[config.mk]
export PLATFORM = sky130hd
export DESIGN_NAME = ras_array
export DESIGN_NICKNAME = d
export VERILOG_FILES = /design/src/rtl/ras_pkg.sv /design/src/rtl/ras_addr_reg.sv /design/src/rtl/ras_addr_decode.sv /design/src/rtl/ras_cell.sv /design/src/rtl/ras_array.sv
export SDC_FILE = /design/constraint.sdc
export NUM_CORES = 1
export LEC_CHECK = 0
export ABC_AREA = 1
export CAP_MARGIN = 20
export CORE_AREA = 2 2 39 41
export DETAILED_ROUTE_END_ITERATION = 6
export DIE_AREA = 0 0 41 43
export GPL_TIMING_DRIVEN = 0
export PLACE_DENSITY_LB_ADDON = 0.1
export SYNTH_ARGS = -nofsm -noshare
export SYNTH_HDL_FRONTEND = slang
export SYNTH_SLANG_ARGS = --single-unit
[constraint.sdc]
create_clock -name clk_i -period 1.2 [get_ports clk_i]
set_input_delay 0.24 -clock clk_i [delete_from_list [all_inputs] [get_ports clk_i]]
set_output_delay 0.24 -clock clk_i [all_outputs]
set_load 0.05 [all_outputs]
[src/rtl/ras_pkg.sv]
package ras_pkg;
  typedef enum logic {
    MODE_FUNC = 1'b0,
    MODE_SCAN = 1'b1
  } ras_mode_e;
endpackage

[src/rtl/ras_addr_reg.sv]
module ras_addr_reg #(
  parameter int ADDR_W = 3
) (
  input  logic              clk_i,
  input  logic              rst_ni,
  input  logic              shift_i,
  input  logic              sin_i,
  output logic [ADDR_W-1:0] addr_o
);
  logic [ADDR_W-1:0] addr_q;

  generate
    if (ADDR_W == 1) begin : g_one
      always_ff @(posedge clk_i or negedge rst_ni) begin
        if (!rst_ni)      addr_q <= '0;
        else if (shift_i) addr_q <= sin_i;
      end
    end else begin : g_wide
      always_ff @(posedge clk_i or negedge rst_ni) begin
        if (!rst_ni)      addr_q <= '0;
        else if (shift_i) addr_q <= {addr_q[ADDR_W-2:0], sin_i};
      end
    end
  endgenerate

  assign addr_o = addr_q;

  p_addr_hold_r2: assert property (@(posedge clk_i) disable iff (!rst_ni)
    !shift_i |=> $stable(addr_o));
  p_addr_lsb_in_r2: assert property (@(posedge clk_i) disable iff (!rst_ni)
    shift_i |=> addr_o[0] == $past(sin_i));
endmodule

[src/rtl/ras_addr_decode.sv]
module ras_addr_decode #(
  parameter int N_CELLS = 6,
  parameter int ADDR_W  = 3
) (
  input  logic [ADDR_W-1:0]  addr_i,
  output logic [N_CELLS-1:0] sel_o
);
  for (genvar i = 0; i < N_CELLS; i++) begin : g_sel
    assign sel_o[i] = (addr_i == ADDR_W'(i));
  end

  always_comb begin
    p_sel_onehot0_r3: assert ($onehot0(sel_o));
    if (int'(addr_i) < N_CELLS) begin
      p_sel_one_r3: assert ($countones(sel_o) == 1);
    end else begin
      p_sel_none_r3: assert (sel_o == '0);
    end
  end
endmodule

[src/rtl/ras_cell.sv]
module ras_cell
  import ras_pkg::*;
(
  input  logic      clk_i,
  input  logic      rst_ni,
  input  ras_mode_e mode_i,
  input  logic      sel_i,
  input  logic      d_i,
  input  logic      sd_i,
  output logic      q_o
);
  logic q_q;

  always_ff @(posedge clk_i or negedge rst_ni) begin
    if (!rst_ni)                q_q <= 1'b0;
    else if (mode_i == MODE_FUNC) q_q <= d_i;
    else if (sel_i)             q_q <= sd_i;
  end

  assign q_o = q_q;

  p_func_capture_r4: assert property (@(posedge clk_i) disable iff (!rst_ni)
    (mode_i == MODE_FUNC) |=> q_o == $past(d_i));
  p_scan_load_r5: assert property (@(posedge clk_i) disable iff (!rst_ni)
    (mode_i == MODE_SCAN && sel_i) |=> q_o == $past(sd_i));
  p_unsel_hold_r6: assert property (@(posedge clk_i) disable iff (!rst_ni)
    (mode_i == MODE_SCAN && !sel_i) |=> $stable(q_o));
endmodule

[src/rtl/ras_array.sv]
module ras_array
  import ras_pkg::*;
#(
  parameter int N_CELLS = 6,
  localparam int ADDR_W = (N_CELLS > 2) ? $clog2(N_CELLS) : 1
) (
  input  logic               clk_i,
  input  logic               rst_ni,
  input  logic               scan_en_i,
  input  logic [N_CELLS-1:0] func_d_i,
  output logic [N_CELLS-1:0] state_q_o,
  input  logic               scan_in_i,
  output logic               scan_out_o,
  input  logic               addr_sin_i,
  input  logic               addr_shift_i
);
  logic [ADDR_W-1:0]  addr;
  logic [N_CELLS-1:0] sel;
  ras_mode_e          mode;

  assign mode = ras_mode_e'(scan_en_i);

  ras_addr_reg #(.ADDR_W(ADDR_W)) u_addr (
    .clk_i   (clk_i),
    .rst_ni  (rst_ni),
    .shift_i (addr_shift_i),
    .sin_i   (addr_sin_i),
    .addr_o  (addr)
  );

  ras_addr_decode #(.N_CELLS(N_CELLS), .ADDR_W(ADDR_W)) u_dec (
    .addr_i (addr),
    .sel_o  (sel)
  );

  for (genvar i = 0; i < N_CELLS; i++) begin : g_cell
    ras_cell u_cell (
      .clk_i  (clk_i),
      .rst_ni (rst_ni),
      .mode_i (mode),
      .sel_i  (sel[i]),
      .d_i    (func_d_i[i]),
      .sd_i   (scan_in_i),
      .q_o    (state_q_o[i])
    );
  end

  // AND-OR read path: no select means 0
  always_comb begin
    scan_out_o = 1'b0;
    for (int i = 0; i < N_CELLS; i++) scan_out_o = scan_out_o | (sel[i] & state_q_o[i]);
  end

  p_reset_clear_r1: assert property (@(posedge clk_i)
    !rst_ni |-> (state_q_o == '0 && addr == '0));
  p_so_idle_r7: assert property (@(posedge clk_i) disable iff (!rst_ni)
    (int'(addr) >= N_CELLS) |-> !scan_out_o);
  p_no_write_r8: assert property (@(posedge clk_i) disable iff (!rst_ni)
    (scan_en_i && int'(addr) >= N_CELLS) |=> $stable(state_q_o));
endmodule

# After elaboration in Yosys (flattened, before gate mapping)
# Index checks and enable logic that the tools add are counted.
# op_classes
eq_ne	11
mux	12
n_bitwise	11
reduce_logical	1
# op_table
cell	n
$mux W1	12
$ne A2 B1 Y1 const B	6
$and A1 B1 Y1	6
$eq A3 B2 Y1 const B	2
$eq A3 B3 Y1 const B	2
$or A1 B1 Y1	5
$eq A3 B1 Y1 const B	1
$logic_not A3 Y1	1
# totals
ff_bits	9
inputBits	12
out_inout_bits	7

# Depth between registers and ports, before layout
# Gate-level depths: netlist of the first run.
# logic_depth
depth_word	7
ltp_mapped	6

# Hierarchy
# From an unflattened synthesis of the first run, not the netlist that was laid out.
# hier_totals
cells_unflattened	97
area_unflattened_um2	565.5
# modules_own_cells
mod	instances	cells_each	area_each_um2
ras_cell	6	10	60.1
ras_addr_reg	1	13	112.6
ras_addr_decode	1	12	47.5
ras_array	1	12	45.0

# Worst setup path before layout of the first run
# No wires, ideal clock.
# synth_timing
path_type	register to output
start	register u_addr.addr_q[0], in the netlist u_addr.addr_o[0]
end	output port scan_out_o
arrival_ns	1.124
required_ns	0.960
path_slack_ns	-0.164
path_stages_with_launch	7
path_buffers	1
path_cell_list	dfrtp_1 -> buf_6 -> nor2_2 -> nand3_1 -> o21ai_1 -> inv_1 -> nand2_1
# synth_between
elab_chain_cells	7
# synth_lines
item	line_no	text
start, declared	ras_addr_reg.sv:10	logic [ADDR_W-1:0] addr_q;
start signal, assigned	ras_addr_reg.sv:21	else if (shift_i) addr_q <= {addr_q[ADDR_W-2:0], sin_i};
$eq A3 B1 Y1 / $logic_not A3 Y1 (equally long branches)	ras_addr_decode.sv:9	assign sel_o[i] = (addr_i == ADDR_W'(i));
$and A1 B1 Y1	ras_array.sv:51	for (int i = 0; i < N_CELLS; i++) scan_out_o = scan_out_o | (sel[i] & state_q_o[i]);
$or A1 B1 Y1 (4 in series)	ras_array.sv:51	
$or A1 B1 Y1 (*)	ras_array.sv:51	
end, declared	ras_array.sv:13	output logic scan_out_o,
# Mark *: on every way between the ends. The rest lies on a longest branch, timed or not.

# Final worst setup path of the first run
# layout_timing
start	register u_addr.addr_q[1], in the netlist u_addr.addr_o[1]
end	output port scan_out_o
# The elaborated chain is that of the path after synthesis.

==> results of run 1 <==
==> layer usage <==
| layer | share of wire | vias up | global-route usage |
|---|---|---|---|
| met5 | 0 | - | 0 |
| met4 | 0.043 | 0 | 0.1200 |
| met3 | 0.067 | 8 | 0.03665 |
| met2 | 0.50 | 25 | 0.2875 |
| met1 | 0.39 | 268 | 0.2885 |
| li1 | - | 274 | - |
==> cell usage in the layout (no fill, tap or decap) <==
master / Yosys / layout
buf_8: 0 / 7
inv_4: 0 / 1
nand2_2: 0 / 1
buf_4: 6 / 9
nand2_1: 15 / 12
clkbuf_4: 0 / 3
mux2_2: 1 / 1
inv_2: 2 / 1
nand3_2: 1 / 2
clkdlybuf4s50_1: 0 / 10
o211ai_1: 6 / 6
o21ai_1: 2 / 2
dfrtp_2: 0 / 2
o21ai_0: 1 / 1
buf_2: 1 / 1
nand3_4: 0 / 1
dfrtp_1: 9 / 7
nand2_4: 0 / 2
nand4_1: 2 / 2
nor2_4: 0 / 3
clkbuf_1: 0 / 1
buf_6: 1 / 8
inv_1: 3 / 3
nand3_1: 11 / 9
==> worst paths after layout <==
| kind | from | endpoint | slack, ns | cells after the start |
|---|---|---|---|---|
| setup / recovery | u_addr.addr_o[1]$_DFFE_PN0P_ | scan_out_o | -0.40 | 6 |
| hold / removal | rst_ni | u_addr.addr_o[0]$_DFFE_PN0P_ | 0.28 | 1 |
| setup reg to reg | u_addr.addr_o[1]$_DFFE_PN0P_ | g_cell[0].u_cell.q_o$_DFFE_PN0P_ | 0.11 | 6 |
| hold reg to reg | g_cell[3].u_cell.q_o$_DFFE_PN0P_ | g_cell[3].u_cell.q_o$_DFFE_PN0P_ | 0.60 | 2 |
| max in group asynchronous | rst_ni | u_addr.addr_o[1]$_DFFE_PN0P_ | 0.60 | 1 |
| min in group clk_i | scan_en_i | g_cell[0].u_cell.q_o$_DFFE_PN0P_ | 0.34 | 3 |
==> timing repair <==
| item | 4_1_cts | 5_1_grt |
|---|---|---|
| setup buffers | 14 | 4 |
| gates resized for setup | 65 | 11 |
| pin swaps | 3 | 5 |
| endpoints found under the setup margin | 7 | 5 |
==> cell families after synthesis <==
group	synth area share
compound gates	0.1140
buf+inv	0.1520
flops	0.4276
mux	0.02138
simple gates	0.2850
==> registers in the layout (all words and copies together) (netlist names) <==
signal,count
g_cell.u_cell.q_o,6
u_addr.addr_o,3
==> metrics by stage <==
stage	area, sq um	worst slack, ns	hold WS [ns]	util
2_1_floorplan	534.3	0.009384	-0.05559	-
3_5_place_dp	724.4	-0.7416	0.5488	0.5235
5_1_grt	937.1	-0.4518	0.3058	0.6772
6_report	937.1	-0.3964	0.2796	0.6772
3_3_place_gp	724.4	-0.7395	0.5430	0.5235
4_1_cts	900.9	-0.3564	0.2971	0.6510
==> layout make-up <==
cell class / count / area [sq um]
Clock buffer: 4 / 26.28
Sequential cell: 9 / 227.7
Multi-Input combinational cell: 42 / 274.0
Tap cell: 16 / 20.02
Fill cell: 107 / 446.7
Timing Repair Buffer: 31 / 329.1
Buffer: 4 / 38.79
Inverter: 5 / 21.27
==> where the power goes <==
part           internal, mW  total, mW  switching, mW  leakage (nW)
Combinational         0.289      0.584          0.295         0.298
Clock                 0.129      0.249          0.120        0.0150
Sequential            0.342      0.392         0.0502         0.107
Total                 0.760       1.23          0.466         0.420
==> critical path, stage by stage (launching register included) <==
cell     delay, ns
dfrtp_2       0.49
nor2_4        0.15
nand3_1       0.10
nand2_2       0.10
nor2_4        0.05
nand2_4       0.06
buf_8         0.14
==> metrics.md, run 1 <==
| Metric | Value |
|---|---|
| Syn. warnings | 0 |
| Layout cell share with drive strength beyond 1 | 0.4421 |
| Post-synth cell types | 16 |
| Die area | 1763 sq um |
| CTS Buf Count | 3 |
| Slew Limit Headroom | 0.7082 |
| Chip Width | roughly 41 um |
| Worst ir drop on vdd | between 0.0007 and 0.0008 V |
| Final ANT Viol Nets | 0 |
| CP Launch Type | flip-flop |
| Setup WS post-layout | -0.3964 ns |
| Antenna violations before repair | 0 |
| Critical Path RT | ~0.96 ns |
| Drt wl/cell | 14.32 um |
| Most used standard cell by instance count after synthesis | nand2_1 |
| Post-synth top area cell | dfrtp_1 |
| Worst setup path class | flip-flop to primary output |
| Post-synthesis cell area | roughly 530 sq um |
| Final-report hold violation count | 0 |
| IO buf count | 17 |
| Status | complete, but fails checks |
| Synth cell count leaders | 15 x nand2_1, 11 x nand3_1, 9 x dfrtp_1 |
| Detailed-route via count | ~580 |
| Cell count after synthesis | between 60 and 70 |
| Clock Skew | 0.0005535 ns |
| Clk root buf | clkbuf_4 |
| Largest buffer count on any clock path | 2 |
| Core ar. | between 1000 and 1500 sq um |
| Crit path max fanout | 7 |
| Leak Pwr | 0.4203 nW |
| Tcrit/Tclk final | 1.330 |
| CP Data Arrival Time | about 1.4 ns |
| Violations in the final reports | negative setup slack |
| Vias in the first global route | approximately 530 |
| Ports | 19 |
| Max_cap viols | 0 |
| Setup tns final | -0.3964 ns |
| Global-route wire length before repair | 2415 um |
| Vias per inst | a little over 5 |
| Routability congestion estimate | ~0.74 |
| Placed wire-length estimate | around 840 um |
| CTS tree | done |
| Post-route insts no fill | ~110 |
| P&R area growth vs syn | 77.91% |
| Routed wire length | 1589 um |
| Worst min path class | input port to asynchronous set/reset pin |
| Setup violators final | 2 |
| Initial Util | 0.3807 |
| Hold-fix buffers, CTS | 0 |
| Clock net sink count | 9 |
| Ant. Diodes | 0 |
| Clock transition at path regs | approximately 0.070 ns |
| Power Total | about 1.2 mW |
| Row count | 14 |
| Worst setup EP type | primary output |
| Mapped Avg Cell Area | between 8 and 9 sq um |
| DRC Markers | 0 |
| Die height | about 43 um |
| Final Slew Violations | 0 |
| Placed cell count | 97 |
| Synth top area cells | dfrtp_1 43%, nand2_1 11%, nand3_1 10% |
| Synth top area share | 0.4276 |
| Min Tclk post-route | about 1.6 ns |
| Pwr dens | ~1300 nW/um^2 |
| First-pass DRT Iterations | 4 |
| Pin count of the biggest net entering global routing | 10 |
| Final nets | about 110 |
| Max frequency | around 630 MHz |
| All-Layer GR Usage | 0.2071 |
| Congestion Overflow GR | 0 |
| Post-synth EDFFs | 0 |
| #FFs+latches synth | 9 |
| H-Tree Depth | 1 |
| Worst slew pin tran | about 0.44 ns |
| Syn_nets | 76 |
| DRT iter0 DRCs | 15 |
| Seq/Total Area, Yosys | 0.4276 |
| RSZ-0062 raised after global routing | true |
| Clk_lat worst skew | ~0.26 ns |
| Post-synth top flop | dfrtp_1 |
| Post-synthesis async set-or-reset flop share | 1.000 |
(Power assumes the default switching activity.)
==> inputs of run 2 (changes only) <==
Settings changed: CTS_CLUSTER_SIZE set to 40.
==> results of run 2 <==
Final layout, timing and power as in run 1 (identical DEF).
